**src/rtl/e1_frame_pulse_gen.sv**
```systemverilog
module e1_frame_pulse_gen #(
  parameter int FRAME_BITS = 256,
  parameter int MF_FRAMES  = 16
) (
  input  logic       clk,
  input  logic       rst_n,
  input  logic       fas_strobe,
  input  logic       crc_mf_strobe,
  input  logic       sig_mf_strobe,
  input  logic [1:0] pulse_sel,
  output logic       frame_pulse
);
  localparam int BW = $clog2(FRAME_BITS);
  localparam int FW = $clog2(MF_FRAMES);
  localparam logic [BW-1:0] BIT_LAST = BW'(FRAME_BITS - 1);
  localparam logic [FW-1:0] FRM_LAST = FW'(MF_FRAMES - 1);

  logic [BW-1:0] bit_q, bit_cur;
  logic [FW-1:0] crc_q, crc_cur, sig_q, sig_cur;
  logic          synced_q, frame_end, sel_hit;

  // current position: a strobe overrides the stored count in its own cycle
  assign bit_cur   = fas_strobe    ? '0 : bit_q;
  assign crc_cur   = crc_mf_strobe ? '0 : crc_q;
  assign sig_cur   = sig_mf_strobe ? '0 : sig_q;
  assign frame_end = (bit_cur == BIT_LAST);

  always_ff @(posedge clk) begin
    if (!rst_n) begin
      bit_q    <= '0;
      crc_q    <= '0;
      sig_q    <= '0;
      synced_q <= 1'b0;
    end else begin
      bit_q    <= frame_end ? '0 : bit_cur + BW'(1);
      if (frame_end) begin
        crc_q <= (crc_cur == FRM_LAST) ? '0 : crc_cur + FW'(1);
        sig_q <= (sig_cur == FRM_LAST) ? '0 : sig_cur + FW'(1);
      end else begin
        crc_q <= crc_cur;
        sig_q <= sig_cur;
      end
      synced_q <= synced_q | fas_strobe;
    end
  end

  always_comb begin
    case (pulse_sel)
      2'b01:   sel_hit = (crc_cur == '0);
      2'b10:   sel_hit = (sig_cur == '0);
      default: sel_hit = 1'b1;
    endcase
  end

  assign frame_pulse = rst_n & (synced_q | fas_strobe) & (bit_cur == '0) & sel_hit;

  p_quiet_before_sync_r1: assert property (@(posedge clk) disable iff (!rst_n)
    (!synced_q && !fas_strobe) |-> !frame_pulse);

  p_single_cycle_r2: assert property (@(posedge clk) disable iff (!rst_n)
    frame_pulse |=> (!frame_pulse || fas_strobe));

  p_crc_phase_r4: assert property (@(posedge clk) disable iff (!rst_n)
    (frame_pulse && pulse_sel == 2'b01) |-> (crc_mf_strobe || crc_q == '0));

  p_sig_phase_r5: assert property (@(posedge clk) disable iff (!rst_n)
    (frame_pulse && pulse_sel == 2'b10) |-> (sig_mf_strobe || sig_q == '0));

  p_realign_r7: assert property (@(posedge clk) disable iff (!rst_n)
    fas_strobe |=> (bit_q == BW'(1)));

  p_crc_hold_r9: assert property (@(posedge clk) disable iff (!rst_n)
    (bit_q != BIT_LAST && !fas_strobe && !crc_mf_strobe) |=> $stable(crc_q));

  p_sig_hold_r8: assert property (@(posedge clk) disable iff (!rst_n)
    (bit_q != BIT_LAST && !fas_strobe && !sig_mf_strobe) |=> $stable(sig_q));

  p_crc_wrap_r9: assert property (@(posedge clk) disable iff (!rst_n)
    (bit_q == BIT_LAST && !fas_strobe && !crc_mf_strobe && crc_q == FRM_LAST) |=> (crc_q == '0));
endmodule

```
**config.mk**
```make
export PLATFORM = sky130hd
export DESIGN_NAME = e1_frame_pulse_gen
export DESIGN_NICKNAME = d
export VERILOG_FILES = /design/src/rtl/e1_frame_pulse_gen.sv
export SDC_FILE = /design/constraint.sdc
export NUM_CORES = 1
export LEC_CHECK = 0
export BUFFER_PORTS_ARGS = -buffer_cell sky130_fd_sc_hd__buf_2
export CORE_ASPECT_RATIO = 0.9
export CORE_MARGIN = 2
export CORE_UTILIZATION = 47
export CTS_CLUSTER_SIZE = 30
export DETAILED_ROUTE_END_ITERATION = 7
export GPL_ROUTABILITY_DRIVEN = 0
export HOLD_SLACK_MARGIN = 0.02
export MAX_ROUTING_LAYER = met4
export PLACE_DENSITY = 0.64
export SLEW_MARGIN = 20
export SYNTH_ARGS = -nofsm -noshare
export SYNTH_HDL_FRONTEND = slang
export SYNTH_SLANG_ARGS = --single-unit
```
**constraint.sdc**
```tcl
create_clock -name clk -period 5.1 [get_ports clk]
set_input_delay 1.02 -clock clk [delete_from_list [all_inputs] [get_ports clk]]
set_output_delay 1.02 -clock clk [all_outputs]
set_load 0.05 [all_outputs]
```
Word-level counts from Yosys, hierarchy flattened
Index checks and enable logic that the tools add are counted.
{"block": "op_classes", "n_addsub": 3, "n_eq_ne": 5, "muxes": 8, "n_bitwise": 5, "reduce_logical": 4}
{"cell": "4-bit 2-to-1 mux", "n": 6}
{"cell": "4-bit by 1-bit adder with 4-bit output, second input constant", "n": 2}
{"cell": "8-bit by 1-bit adder with 8-bit output, second input constant", "n": 1}
{"cell": "4-bit == test, second input constant", "n": 2}
{"cell": "8-bit == test, second input constant", "n": 1}
{"cell": "4-bit zero test", "n": 2}
{"cell": "8-bit zero test", "n": 1}
{"cell": "8-bit 2-to-1 mux", "n": 1}
{"cell": "1-bit bitwise AND", "n": 3}
{"cell": "2-bit by 1-bit == test with 1-bit output, second input constant", "n": 1}
{"cell": "2-bit == test, second input constant", "n": 1}
{"cell": "1-bit case mux with 2 select lines", "n": 1}
{"cell": "2-bit OR reduction", "n": 1}
{"cell": "1-bit inverter", "n": 1}
{"cell": "1-bit bitwise OR", "n": 1}
{"block": "totals", "regBits": 17, "in_bits": 7, "wordCells": 29}

Logic depth before layout (Yosys ltp)
{"block": "logic_depth", "word_depth": 4, "ltp_mapped": 8}

Worst setup path after synthesis
Ideal clock, no wire load.
{"block": "synth_timing", "path_kind": "input to output", "startpoint": "input port fas_strobe", "endpoint": "output port frame_pulse", "arrival_ps": 2731, "required_ps": 4080, "slack_ps": 1349, "path_stages": 5, "path_cell_list": "clkbuf_1 -> nand2b_1 -> ha_1 -> nand2_1 -> a211oi_1"}
{"block": "synth_between", "elab_chain_cells": 4, "word_cells_on_any_way": 6}
{"element": "from (decl)", "line": "7", "source": "input logic fas_strobe,"}
{"element": "8-bit 2-to-1 mux or 1-bit bitwise OR (tied branches)", "line": "23, 55"}
{"element": "8-bit zero test or 1-bit bitwise AND (tied branches)", "line": "55", "source": "assign frame_pulse = rst_n & (synced_q | fas_strobe) & (bit_cur == '0) & sel_hit;"}
{"element": "1-bit bitwise AND * (2 in a row)", "line": "55"}
{"element": "to (decl)", "line": "11", "source": "output logic frame_pulse"}
Mark *: on every way between the ends. The rest lies on a longest branch, timed or not.

Final worst setup path
{"block": "layout_timing", "startpoint": "input port crc_mf_strobe", "endpoint": "output port frame_pulse"}
{"block": "layout_between", "elab_chain_cells": 4}
{"element": "from (decl)", "line": "8", "source": "input logic crc_mf_strobe,"}
{"element": "4-bit 2-to-1 mux", "line": "24", "source": "assign crc_cur = crc_mf_strobe ? '0 : crc_q;"}
{"element": "4-bit zero test", "line": "49", "source": "2'b01: sel_hit = (crc_cur == '0);"}
{"element": "1-bit case mux with 2 select lines", "line": "48", "source": "case (pulse_sel)"}
{"element": "1-bit bitwise AND", "line": "55"}
No other way between the ends.

==> flow_metrics.tcl <==
set metrics [dict create \
    status "finished clean" \
    syn_area_mm2 0.00105 \
    cp_top_family "buffers and inverters" \
    reg2reg_slack_ns 3.25 \
    cp.required_ns 4.08 \
    synthAdderAreaFrac_pct 9.55 \
    worstSetupPathType "input port to output port" \
    grt_use_total_pct 19.5 \
    slew_headroom_pct 71.7 \
    synth.top_cell.area_share_pct 32.5 \
    nets 144 \
    wirelength_um 2210 \
    critical_path_buf_inv_count 2 \
    core-area_mm2 0.00214 \
    ys.flop_type "dfxtp_1" \
    postCtsResizedCells 0 \
    h-tree-depth 1 \
    synthXorXnorAreaFrac_pct 2.51 \
    syn_area_per_cell_um2 8.67 \
    synth_compound_area_share_pct 22.8 \
    placed_cell_area_mm2 0.00108 \
    hold_buffers 0 \
    ys_warn_count 0 \
    leakagePower_nw 0.472 \
    post_drt_via_cell_ratio 5.95 \
    clockBufferDepth 2 \
    dp_slack_ns 2.03 \
    start_util_pct 48.9 \
    worst_slack_ns 2.02 \
    overflow 0 \
    worst-slew-pin-transition_ns 0.424 \
    r2r-end "bit_q[4]$_SDFF_PP0_" \
    dr_total_vias 923 \
    grt_max_degree 14 \
    drcViolationCount 0 \
    yosys.cell_types.count 39 \
    dieHeight_um 48.8 \
    synth_edf_count 0 \
    async_flop_share_pct 0 \
    period_minus_slack_ns 3.08 \
    dp_hpwl_um 1610 \
    dieArea_mm2 0.00262 \
    ys_seq_area_share_pct 32.5 \
    grt_pass1_wl_um 3710 \
    first_pass_iters 4 \
    drtIter0Drc 23 \
    cts-root-buf "clkbuf_4" \
    cts.sinks 17 \
    portBuffers 7 \
    yosys.area_share.simple_pct 21.6 \
    worstPathArrival_ns 2.06 \
    rows 16 \
    critPathMaxFanout 6 \
    period_share_pct 60.4 \
    power_density_mw_per_mm2 206 \
    cp-end-kind "output port" \
    critPathMostFrequentCell "buf_2" \
    ant_nets 0 \
    ys_top_cells_by_area "dfxtp_1 32%, ha_1 9.5%, nand2b_1 4.8%" \
    pin_count 8 \
    slowest_delay_ns 0.29 \
    report.final.slew_viol_count 0 \
    wl_per_cell_um 14.2 \
    hold_path_end "synced_q$_SDFF_PN0_" \
    clkLatencyLatePin_ns 0.30 \
    synthMuxAreaShare_pct 2.86 \
    syn_nets 136 \
    final_area_mm2 0.00111 \
    area.growth.synth_to_final_pct 5.97 \
    fmax_ghz 0.325 \
    crit_chain "buf_2 -> nand2b_1 -> ha_1 -> a31oi_1 -> a211oi_1 -> buf_2" \
    synth-seq-cells 17 \
    hp-start "synced_q$_SDFF_PN0_" \
    finalSetupViolations 0 \
    finalHoldViolations 0 \
    hold_class "flip-flop to flip-flop" \
    vdd_drop_max_v 0.000163 \
    cpMaxStageDelayCell "buf_2" \
    drive_gt1_share_pct 13.3 \
    antenna_found_initial 0 \
    first_global_vias 813 \
    grt_setup_unrepaired "false" \
    clk_pin_slew_ns 0.10 \
    r2r_cells 6 \
    post_cts_buffers 0 \
    crit_path_start_kind "input port" \
    cts_tree "done" \
    fin_setup_tns_ns 0 \
    synth_top_family_by_area "compound AO/OA/AOI/OAI gates" \
    r2r_start "bit_q[0]$_SDFF_PP0_" \
    holdPathStages 1 \
    die_x_um 53.8 \
    p_total_mw 0.229 \
    netlist_instances 121 \
    yosys.area.top_type "dfxtp_1" \
    diodes 0 \
    fin_worst_skew_ns 0.000860 \
    cap_violations 0 \
    cts-buffers-inserted 3 \
]
## cell usage in the layout, fill, tap and decap left out, drive strengths merged, types with 2 or more instances in the layout
cell,netlist,final
nor2,5,5
a211oi,3,3
inv,13,13
clkinv,1,2
nand2b,8,8
xor2,2,2
nand4,7,7
a21oi,6,6
o21ai,3,3
dfxtp,17,17
or3,3,3
o31ai,5,5
ha,8,8
clkbuf,1,3
a31oi,5,5
a21o,2,2
buf,3,7
a31o,2,2
nand3,6,6
nor3,3,3
mux2i,3,3
## routing by layer
metal / track usage (%) / up-vias / routed length, µm
li1: - / 464 / -
met1: 25.9 / 437 / 1050
met2: 29.1 / 20 / 1030
met3: 6.44 / 2 / 117
met4: 2.99 / 0 / 9
met5: - / - / 0
## cell type report
cell class                      count  area [µm²]
Timing Repair Buffer                7        35.0
Inverter                           14        52.6
Fill cell                         220        1030
Multi-Input combinational cell     86         622
Clock inverter                      1        5.00
Tap cell                           27        33.8
Sequential cell                    17         340
Clock buffer                        3        22.5
## worst max-delay path by stage
stage	startpoint	end	cells after the start
2_1_floorplan	fas_strobe	frame_pulse	5
3_3_place_gp	crc_mf_strobe	frame_pulse	6
3_5_place_dp	sig_mf_strobe	frame_pulse	6
4_1_cts	sig_mf_strobe	frame_pulse	6
5_1_grt	fas_strobe	frame_pulse	6
6_report	crc_mf_strobe	frame_pulse	6
## power by group
group | internal, mW | switching [mW]
Combinational | 0.00710 | 0.0122
Sequential | 0.134 | 0.00155
Clock | 0.0293 | 0.0446
## metrics by stage
step / hold slack (ns) / util, % / std cells
floorplan: 0.427 / - / 121
global placement: 0.465 / 50.6 / 151
detailed placement: 0.483 / 50.6 / 151
CTS: 0.508 / 51.9 / 155
global route: 0.519 / 51.9 / 155
finish: 0.498 / 51.9 / 155
## flip-flops by register name, indices dropped and copies added, names as in the netlist
signal    count
crc_q         4
bit_q         8
sig_q         4
synced_q      1
## logic make-up after synthesis
| logic type | Yosys count |
|---|---|
| compound gates | 33 |
| xor+xnor | 3 |
| fa+ha+maj | 8 |
| buf+inv | 18 |
| flops | 17 |
| mux | 3 |
| simple gates | 39 |
## synthesized netlist by cell type (all sizes together) (3+ instances only)
cell type,count
nand3,6
nor3,3
nand4,7
buf,3
a31oi,5
or3,3
inv,13
ha,8
o21ai,3
nor2,5
nand2b,8
mux2i,3
o31ai,5
a211oi,3
a21oi,6
dfxtp,17
(Power assumes the default switching activity.)
